$ cat src/rtl/touch_seq_pkg.sv
package touch_seq_pkg;

  typedef enum logic [2:0] {
    PH_IDLE  = 3'd0,
    PH_SETX  = 3'd1,
    PH_CONVX = 3'd2,
    PH_SETY  = 3'd3,
    PH_CONVY = 3'd4,
    PH_PDET  = 3'd5,
    PH_TWAIT = 3'd6,
    PH_UWAIT = 3'd7
  } phase_t;

  // Strobes from the sequencer to the datapath
  typedef struct packed {
    logic latchX;
    logic latchY;
    logic emit;
    logic penUp;
  } dp_strobe_t;

endpackage

$ cat src/rtl/touch_seq_regs.sv
module touch_seq_regs #(
  parameter int DATA_W     = 10,
  parameter int CNT_W      = 8,
  parameter int ADDR_W     = 4,
  parameter int CODE_W     = 3,
  parameter int DEF_SETTLE = 2,
  parameter int DEF_DELAY  = 2,
  parameter int DEF_PDET   = 4,
  parameter int DEF_TWAIT  = 16,
  parameter int DEF_UWAIT  = 88
) (
  input  logic                clk,
  input  logic                rst_n,
  input  logic                wrEn,
  input  logic [ADDR_W-1:0]   wrAddr,
  input  logic [DATA_W-1:0]   wrData,
  output logic                autoEn,
  output logic                powerUp,
  output logic [CODE_W-1:0]   resXCode,
  output logic [CODE_W-1:0]   resYCode,
  output logic [CNT_W-1:0]    lenSettle,
  output logic [CNT_W-1:0]    lenDelay,
  output logic [CNT_W-1:0]    lenPdet,
  output logic [CNT_W-1:0]    lenTwait,
  output logic [CNT_W-1:0]    lenUwait,
  output logic [DATA_W-1:0]   minX,
  output logic [DATA_W-1:0]   maxX,
  output logic [DATA_W-1:0]   minY,
  output logic [DATA_W-1:0]   maxY
);

  localparam logic [ADDR_W-1:0] A_CTRL   = ADDR_W'(0);
  localparam logic [ADDR_W-1:0] A_SETTLE = ADDR_W'(1);
  localparam logic [ADDR_W-1:0] A_DELAY  = ADDR_W'(2);
  localparam logic [ADDR_W-1:0] A_PDET   = ADDR_W'(3);
  localparam logic [ADDR_W-1:0] A_TWAIT  = ADDR_W'(4);
  localparam logic [ADDR_W-1:0] A_UWAIT  = ADDR_W'(5);
  localparam int                WIN_BASE = 6;
  localparam int                N_WIN    = 4;
  localparam int                YRES_LSB = 4;
  localparam int                XRES_LSB = YRES_LSB + CODE_W;

  // Control word fields
  always_ff @(posedge clk or negedge rst_n) begin
    if (!rst_n) begin
      autoEn   <= 1'b0;
      powerUp  <= 1'b0;
      resXCode <= '0;
      resYCode <= '0;
    end else if (wrEn && wrAddr == A_CTRL) begin
      autoEn   <= wrData[0];
      powerUp  <= wrData[2];
      resYCode <= wrData[YRES_LSB +: CODE_W];
      resXCode <= wrData[XRES_LSB +: CODE_W];
    end
  end

  // Interval registers
  always_ff @(posedge clk or negedge rst_n) begin
    if (!rst_n) begin
      lenSettle <= CNT_W'(DEF_SETTLE);
      lenDelay  <= CNT_W'(DEF_DELAY);
      lenPdet   <= CNT_W'(DEF_PDET);
      lenTwait  <= CNT_W'(DEF_TWAIT);
      lenUwait  <= CNT_W'(DEF_UWAIT);
    end else if (wrEn) begin
      case (wrAddr)
        A_SETTLE: lenSettle <= wrData[CNT_W-1:0];
        A_DELAY:  lenDelay  <= wrData[CNT_W-1:0];
        A_PDET:   lenPdet   <= wrData[CNT_W-1:0];
        A_TWAIT:  lenTwait  <= wrData[CNT_W-1:0];
        A_UWAIT:  lenUwait  <= wrData[CNT_W-1:0];
        default: ;
      endcase
    end
  end

  // Window registers: even slots are minima (reset 0), odd slots maxima (reset all ones)
  logic [DATA_W-1:0] winReg [N_WIN];

  for (genvar g = 0; g < N_WIN; g++) begin : g_win
    localparam logic [ADDR_W-1:0] SLOT_ADDR = ADDR_W'(WIN_BASE + g);
    localparam logic [DATA_W-1:0] SLOT_RST  = (g % 2 == 0) ? '0 : '1;
    always_ff @(posedge clk or negedge rst_n) begin
      if (!rst_n)                             winReg[g] <= SLOT_RST;
      else if (wrEn && wrAddr == SLOT_ADDR)   winReg[g] <= wrData;
    end
  end

  assign minX = winReg[0];
  assign maxX = winReg[1];
  assign minY = winReg[2];
  assign maxY = winReg[3];

endmodule

$ cat src/rtl/touch_seq_ctrl.sv
module touch_seq_ctrl
  import touch_seq_pkg::*;
#(
  parameter int CNT_W = 8
) (
  input  logic             clk,
  input  logic             rst_n,
  input  logic             tick,
  input  logic             run,
  input  logic [CNT_W-1:0] lenSettle,
  input  logic [CNT_W-1:0] lenDelay,
  input  logic [CNT_W-1:0] lenPdet,
  input  logic [CNT_W-1:0] lenTwait,
  input  logic [CNT_W-1:0] lenUwait,
  input  logic             penSense,
  input  logic             adcDone,
  output logic             adcStart,
  output logic             adcChanY,
  output logic             driveX,
  output logic             driveY,
  output logic             drivePen,
  output dp_strobe_t       strobe
);

  phase_t           phase, nextPhase;
  logic [CNT_W-1:0] cnt, nextLen;
  logic             convWait, pairPending, penDown;
  logic             isConv, isTimed, phaseDone;

  assign isConv    = (phase == PH_CONVX) || (phase == PH_CONVY);
  assign isTimed   = (phase != PH_IDLE) && !isConv;
  assign phaseDone = isConv ? (convWait && adcDone) : (isTimed && cnt == '0);
  assign adcStart  = isConv && (cnt == '0) && !convWait;

  always_comb begin
    unique case (phase)
      PH_SETX:  nextPhase = PH_CONVX;
      PH_CONVX: nextPhase = PH_SETY;
      PH_SETY:  nextPhase = PH_CONVY;
      PH_CONVY: nextPhase = PH_PDET;
      PH_PDET:  nextPhase = penSense ? PH_TWAIT : PH_UWAIT;
      PH_TWAIT: nextPhase = PH_UWAIT;
      PH_UWAIT: nextPhase = penDown ? PH_SETX : PH_PDET;
      default:  nextPhase = PH_PDET;
    endcase
  end

  always_comb begin
    unique case (nextPhase)
      PH_SETX, PH_SETY:   nextLen = lenSettle;
      PH_CONVX, PH_CONVY: nextLen = lenDelay;
      PH_PDET:            nextLen = lenPdet;
      PH_TWAIT:           nextLen = lenTwait;
      PH_UWAIT:           nextLen = lenUwait;
      default:            nextLen = '0;
    endcase
  end

  always_ff @(posedge clk or negedge rst_n) begin
    if (!rst_n) begin
      phase       <= PH_IDLE;
      cnt         <= '0;
      convWait    <= 1'b0;
      pairPending <= 1'b0;
      penDown     <= 1'b0;
    end else if (phase == PH_IDLE) begin
      convWait <= 1'b0;
      if (run) begin
        phase <= PH_PDET;
        cnt   <= lenPdet;
      end
    end else if (phaseDone) begin
      convWait <= 1'b0;
      if (phase == PH_CONVY)     pairPending <= 1'b1;
      else if (phase == PH_PDET) pairPending <= 1'b0;
      if (phase == PH_PDET)      penDown <= penSense;
      if (run) begin
        phase <= nextPhase;
        cnt   <= nextLen;
      end else begin
        phase       <= PH_IDLE;
        cnt         <= '0;
        pairPending <= 1'b0;
      end
    end else begin
      if (adcStart) convWait <= 1'b1;
      if (cnt != '0 && tick) cnt <= cnt - 1'b1;
    end
  end

  assign driveX   = (phase == PH_SETX) || (phase == PH_CONVX);
  assign driveY   = (phase == PH_SETY) || (phase == PH_CONVY);
  assign adcChanY = driveY;
  assign drivePen = (phase == PH_PDET);

  always_comb begin
    strobe.latchX = (phase == PH_CONVX) && phaseDone;
    strobe.latchY = (phase == PH_CONVY) && phaseDone;
    strobe.emit   = (phase == PH_PDET) && phaseDone && pairPending;
    strobe.penUp  = !penSense;
  end

  // a start strobe never lasts two cycles
  p_start_pulse_r4: assert property (@(posedge clk) disable iff (!rst_n)
    adcStart |=> !adcStart);

  // a Y start only happens with the Y plate biased
  p_y_bias_r2: assert property (@(posedge clk) disable iff (!rst_n)
    (adcStart && adcChanY) |-> (driveY && !driveX));

  // finishing a phase with capture disabled returns to idle
  p_stop_r9: assert property (@(posedge clk) disable iff (!rst_n)
    (phaseDone && !run) |=> (phase == PH_IDLE));

  // counter only moves on a tick
  p_hold_r3: assert property (@(posedge clk) disable iff (!rst_n)
    (isTimed && !phaseDone && !tick) |=> $stable(cnt));

  // pen-up loop does not start a conversion
  p_penup_nostart_r8: assert property (@(posedge clk) disable iff (!rst_n)
    (phase == PH_UWAIT && !penDown) |=> !adcStart);

endmodule

$ cat src/rtl/touch_seq_dp.sv
module touch_seq_dp
  import touch_seq_pkg::*;
#(
  parameter int DATA_W = 10,
  parameter int CODE_W = 3,
  parameter int WORD_W = 32
) (
  input  logic              clk,
  input  logic              rst_n,
  input  dp_strobe_t        strobe,
  input  logic [DATA_W-1:0] adcResult,
  input  logic [CODE_W-1:0] resXCode,
  input  logic [CODE_W-1:0] resYCode,
  input  logic [DATA_W-1:0] minX,
  input  logic [DATA_W-1:0] maxX,
  input  logic [DATA_W-1:0] minY,
  input  logic [DATA_W-1:0] maxY,
  output logic              outValid,
  output logic [WORD_W-1:0] outWord
);

  localparam int X_LSB   = 16;
  localparam int PEN_BIT = WORD_W - 1;

  logic [DATA_W-1:0] xVal, yVal, xMasked, yMasked;
  logic              inWin;
  logic [WORD_W-1:0] packWord;

  // Resolution: drop the lowest code bits of the result
  assign xMasked = adcResult & ({DATA_W{1'b1}} << resXCode);
  assign yMasked = adcResult & ({DATA_W{1'b1}} << resYCode);

  always_ff @(posedge clk or negedge rst_n) begin
    if (!rst_n) begin
      xVal <= '0;
      yVal <= '0;
    end else begin
      if (strobe.latchX) xVal <= xMasked;
      if (strobe.latchY) yVal <= yMasked;
    end
  end

  assign inWin = (xVal >= minX) && (xVal <= maxX) &&
                 (yVal >= minY) && (yVal <= maxY);

  always_comb begin
    packWord                  = '0;
    packWord[PEN_BIT]         = strobe.penUp;
    packWord[X_LSB +: DATA_W] = xVal;
    packWord[0 +: DATA_W]     = yVal;
  end

  always_ff @(posedge clk or negedge rst_n) begin
    if (!rst_n) begin
      outValid <= 1'b0;
      outWord  <= '0;
    end else begin
      outValid <= strobe.emit && inWin;
      if (strobe.emit && inWin) outWord <= packWord;
    end
  end

  // an emitted word lies inside the window that was in force
  p_window_r7: assert property (@(posedge clk) disable iff (!rst_n)
    outValid |-> (outWord[X_LSB +: DATA_W] >= $past(minX) &&
                  outWord[X_LSB +: DATA_W] <= $past(maxX) &&
                  outWord[DATA_W-1:0]      >= $past(minY) &&
                  outWord[DATA_W-1:0]      <= $past(maxY)));

  // unused word bits stay clear
  p_zero_bits_r5: assert property (@(posedge clk) disable iff (!rst_n)
    outValid |-> (outWord[PEN_BIT-1:X_LSB+DATA_W] == '0 &&
                  outWord[X_LSB-1:DATA_W] == '0));

endmodule

$ cat src/rtl/touch_seq.sv
module touch_seq
  import touch_seq_pkg::*;
#(
  parameter int DATA_W = 10,
  parameter int CNT_W  = 8,
  parameter int ADDR_W = 4
) (
  input  logic              clk,
  input  logic              rst_n,
  input  logic              tick,
  input  logic              regWrEn,
  input  logic [ADDR_W-1:0] regAddr,
  input  logic [DATA_W-1:0] regWrData,
  input  logic              penSense,
  input  logic              adcDone,
  input  logic [DATA_W-1:0] adcResult,
  output logic              adcPowerUp,
  output logic              adcStart,
  output logic              adcChanY,
  output logic              driveX,
  output logic              driveY,
  output logic              drivePen,
  output logic              outValid,
  output logic [31:0]       outWord
);

  localparam int CODE_W = 3;

  logic              autoEn, powerUp;
  logic [CODE_W-1:0] resXCode, resYCode;
  logic [CNT_W-1:0]  lenSettle, lenDelay, lenPdet, lenTwait, lenUwait;
  logic [DATA_W-1:0] minX, maxX, minY, maxY;
  dp_strobe_t        strobe;

  touch_seq_regs #(.DATA_W(DATA_W), .CNT_W(CNT_W), .ADDR_W(ADDR_W), .CODE_W(CODE_W)) u_regs (
    .clk(clk), .rst_n(rst_n), .wrEn(regWrEn), .wrAddr(regAddr), .wrData(regWrData),
    .autoEn(autoEn), .powerUp(powerUp), .resXCode(resXCode), .resYCode(resYCode),
    .lenSettle(lenSettle), .lenDelay(lenDelay), .lenPdet(lenPdet),
    .lenTwait(lenTwait), .lenUwait(lenUwait),
    .minX(minX), .maxX(maxX), .minY(minY), .maxY(maxY));

  touch_seq_ctrl #(.CNT_W(CNT_W)) u_ctrl (
    .clk(clk), .rst_n(rst_n), .tick(tick), .run(autoEn && powerUp),
    .lenSettle(lenSettle), .lenDelay(lenDelay), .lenPdet(lenPdet),
    .lenTwait(lenTwait), .lenUwait(lenUwait),
    .penSense(penSense), .adcDone(adcDone),
    .adcStart(adcStart), .adcChanY(adcChanY),
    .driveX(driveX), .driveY(driveY), .drivePen(drivePen), .strobe(strobe));

  touch_seq_dp #(.DATA_W(DATA_W), .CODE_W(CODE_W), .WORD_W(32)) u_dp (
    .clk(clk), .rst_n(rst_n), .strobe(strobe), .adcResult(adcResult),
    .resXCode(resXCode), .resYCode(resYCode),
    .minX(minX), .maxX(maxX), .minY(minY), .maxY(maxY),
    .outValid(outValid), .outWord(outWord));

  assign adcPowerUp = powerUp;

endmodule

$ cat config.mk
export PLATFORM = sky130hd
export DESIGN_NAME = touch_seq
export DESIGN_NICKNAME = d
export VERILOG_FILES = /design/src/rtl/touch_seq_pkg.sv /design/src/rtl/touch_seq_regs.sv /design/src/rtl/touch_seq_ctrl.sv /design/src/rtl/touch_seq_dp.sv /design/src/rtl/touch_seq.sv
export SDC_FILE = /design/constraint.sdc
export NUM_CORES = 1
export LEC_CHECK = 0
export BUFFER_PORTS_ARGS = -buffer_cell sky130_fd_sc_hd__buf_2
export CAP_MARGIN = 5
export CORE_AREA = 2 2 134 136
export CTS_CLUSTER_DIAMETER = 40
export DETAILED_ROUTE_END_ITERATION = 7
export DIE_AREA = 0 0 136 138
export GPL_ROUTABILITY_DRIVEN = 0
export HOLD_SLACK_MARGIN = 0.05
export PLACE_DENSITY_LB_ADDON = 0.08
export SLEW_MARGIN = 10
export SYNTH_ARGS = -nofsm -noshare
export SYNTH_HDL_FRONTEND = slang
export SYNTH_SLANG_ARGS = --single-unit
$ cat constraint.sdc
create_clock -name clk -period 2.65 [get_ports clk]
set_input_delay 0.3975 -clock clk [delete_from_list [all_inputs] [get_ports clk]]
set_output_delay 0.3975 -clock clk [all_outputs]
set_load 0.02 [all_outputs]
==> impl_metrics.tcl <==
set metrics [dict create \
    vias 5607 \
    path_buf_inv 2 \
    grt_usage_pct 21.6 \
    syn_avg_cell_area_sq_um 10.7 \
    drc 0 \
    clock.fmax_ghz 0.394 \
    synth_warnings 0 \
    synthArstFlopShare_pct 100 \
    ff2ff_setup_slack_ps 110 \
    cts_buffers 17 \
    top_usage_layer "met2" \
    clock_latency_ps 420 \
    first_pass_iters 4 \
    synth_top_area_share_pct 38.3 \
    crit_path_top_delay_cell "o21ai_1" \
    slew_viol_final 0 \
    cts_sinks 144 \
    cts_setup_buffers 0 \
    drive_above_1_share_pct 31.2 \
    crit_required_ps 2940 \
    die-width_um 136 \
    cap_violations 0 \
    synthCells 715 \
    port_buffers 57 \
    cts_tree "yes" \
    slew_headroom_pct 56.9 \
    grtUsageMet2_pct 37.4 \
    powerDensity_mw_per_mm2 832 \
    gr-usage-met1_pct 26.9 \
    synth_top_area_cell "dfrtp_1" \
    hold_violations 0 \
    pre_cts_slack_ps 6.38 \
    seq_area_frac_synth_pct 47.6 \
    leakage_nw 4.28 \
    setup_tns_ps 0 \
    peakVddDrop_uv 602 \
    tightest_slew_ps 647 \
    dieArea_sq_mm 0.0188 \
    ys_seq_elements 144 \
    dp_hpwl_um 14400 \
    min_period_over_period_pct 95.9 \
    dieHeight_um 138 \
    start_util_pct 43.6 \
    grt_setup_unrepaired "false" \
    hp-class "input pin to flop" \
    ios 69 \
    critPathLaunchType "flop" \
    core_area_sq_mm 0.0175 \
    crit_type "flop to flop" \
    area.growth.synth_to_final_pct 16.6 \
    antenna_found_initial 0 \
    setup_violations 0 \
    timing.hold.ws_ps 228 \
    crit_path_end_kind "flop" \
    drt_wl_total_um 19400 \
    syn-cell-area_sq_mm 0.00764 \
    fin_ws_ps 109 \
    gr-usage-met3_pct 3.48 \
    cp.arrival_ps 2830 \
    drtAntennaViolNets 0 \
    run_status "finished, final reports clean" \
    finish.utilization_pct 50.8 \
    critPathMaxStageDelay_ps 420 \
    path_cells "inv_1 > ha_1 > nor2b_1 > o21ai_1 > a21oi_1 > buf_4 > a22o_1 > a222oi_1 > o22ai_1" \
    period_needed_ps 2540 \
    crit_fanout 7 \
    netlist-cell-type-count 69 \
    cts_buffer_depth 2 \
    grt_start_max_net_pins 70 \
    drt_iter0_drc 316 \
    grt_pass1_vias 5634 \
    synth.area.top_cells "dfrtp_1 (38%), mux2_2 (11%), dfstp_2 (9.3%)" \
    root_buffer "clkbuf_16" \
    cpLargestDelayFamily "compound AO/OA/AOI/OAI gates" \
    skew_ps 8.55 \
    htree_num_levels 4 \
    cts.clk_slew.worst_paths_ps 60 \
    fin_nets 867 \
    grt_pass1_wl_um 30900 \
    n_antenna_cell 0 \
    vias_per_cell 5.43 \
    grt_overflow 0 \
    synth_edf_count 0 \
    wl_per_cell_um 18.8 \
    ys.flop_type "dfrtp_1" \
    rows 49 \
]
cells in the mapped netlist, types with 6 or more instances:
library cell / n
buf_4: 12
inv_1: 50
nand2b_1: 6
nor3_1: 8
buf_1: 9
nor2_1: 27
o21ai_0: 58
mux2_2: 73
nand3b_1: 8
o211ai_1: 7
a21oi_1: 32
ha_1: 46
nand2_1: 81
dfstp_2: 27
mux2_4: 18
nand3_1: 17
clkbuf_1: 17
or3_1: 6
dfrtp_1: 117
power by group:
group / internal [W] / total, W / switching, W
clock: 0.00141 / 0.00236 / 0.000949
sequential: 0.00267 / 0.00301 / 0.000345
combinational: 0.000893 / 0.00205 / 0.00115
timing repair:
item                                    in CTS  in global routing
endpoints found under the setup margin       0                 29
endpoints found under the hold margin       44                  0
hold buffers                                 1                  0
resized for setup                            0                  9
sequential cells by signal (all words and copies together), names as in the netlist:
| signal | cells |
|---|---|
| u_ctrl.phase | 3 |
| u_dp.yVal | 10 |
| u_ctrl.convWait | 1 |
| u_regs.maxY | 10 |
| u_regs.maxX | 10 |
| u_ctrl.penDown | 1 |
| u_ctrl.pairPending | 1 |
| u_regs.lenDelay | 8 |
| u_dp.outValid | 1 |
| u_regs.lenUwait | 8 |
| u_regs.autoEn | 1 |
| u_regs.minX | 10 |
| u_dp.outWord | 21 |
| u_regs.resXCode | 3 |
| u_dp.xVal | 10 |
| u_regs.minY | 10 |
| u_regs.powerUp | 1 |
| u_regs.resYCode | 3 |
| u_ctrl.cnt | 8 |
| u_regs.lenSettle | 8 |
| u_regs.lenTwait | 8 |
| u_regs.lenPdet | 8 |
path summary, 6_finish.rpt:
check	start	to	depth (start not counted)
worst max register to register	u_ctrl.phase[1]$_DFFE_PN0P_	u_ctrl.cnt[2]$_DFFE_PN0P_	9
min in group asynchronous	rst_n	u_dp.outWord[24]$_DFFE_PN0P_	2
max in group asynchronous	rst_n	u_regs.maxX[8]$_DFFE_PN1P_	3
worst min register to register	u_dp.outWord[1]$_DFFE_PN0P_	u_dp.outWord[1]$_DFFE_PN0P_	1
worst min-delay path	penSense	u_dp.outWord[31]$_DFFE_PN0P_	2
worst max-delay path	u_ctrl.phase[1]$_DFFE_PN0P_	u_ctrl.cnt[2]$_DFFE_PN0P_	9
placed cells by master (no fill, tap or decap), types with 6 or more instances in the layout:
cell / Yosys / final
nor3_1: 8 / 7
o211ai_1: 7 / 7
buf_4: 12 / 29
buf_2: 1 / 56
mux2_2: 73 / 73
nand3_1: 17 / 17
conb_1: 1 / 11
nand2b_1: 6 / 6
nor2_1: 27 / 26
nand3b_1: 8 / 8
inv_1: 50 / 50
ha_1: 46 / 46
or3_1: 6 / 6
dfrtp_1: 117 / 117
mux2_4: 18 / 18
a21oi_1: 32 / 31
dfstp_2: 27 / 27
clkbuf_16: 0 / 17
o21ai_0: 58 / 58
nand2_1: 81 / 81
kinds of logic after synthesis:
logic type	Yosys count	share of synthesized area (%)
simple gates	178	11.1
buf+inv	92	5.32
compound gates	153	12.6
other cells	1	0.0491
fa+ha+maj	46	7.53
flops	144	47.6
mux	99	15.5
xor+xnor	2	0.229
per-stage QoR:
stage	instance area, sq um	instances	power, W
3_3_place_gp	8290	1000	0.00501
2_1_floorplan	7680	725	0.00433
5_1_grt	8910	1033	0.00782
6_report	8910	1033	0.00742
3_5_place_dp	8290	1000	0.00506
4_1_cts	8880	1033	0.00745
layer usage:
metal	up-vias	routed length, um
met5	-	0
met4	0	527
met3	37	537
met2	119	9860
met1	2784	8490
li1	2667	-
final cells by class:
cell class	count	area, sq um
fillers	1669	8620
repair buffers	88	539
flip-flops and latches	144	3640
clock inverters	13	140
well taps	229	287
clock buffers	19	443
multi-input cells	489	3670
inverters	51	191
Power figures use the tool's default switching activity.
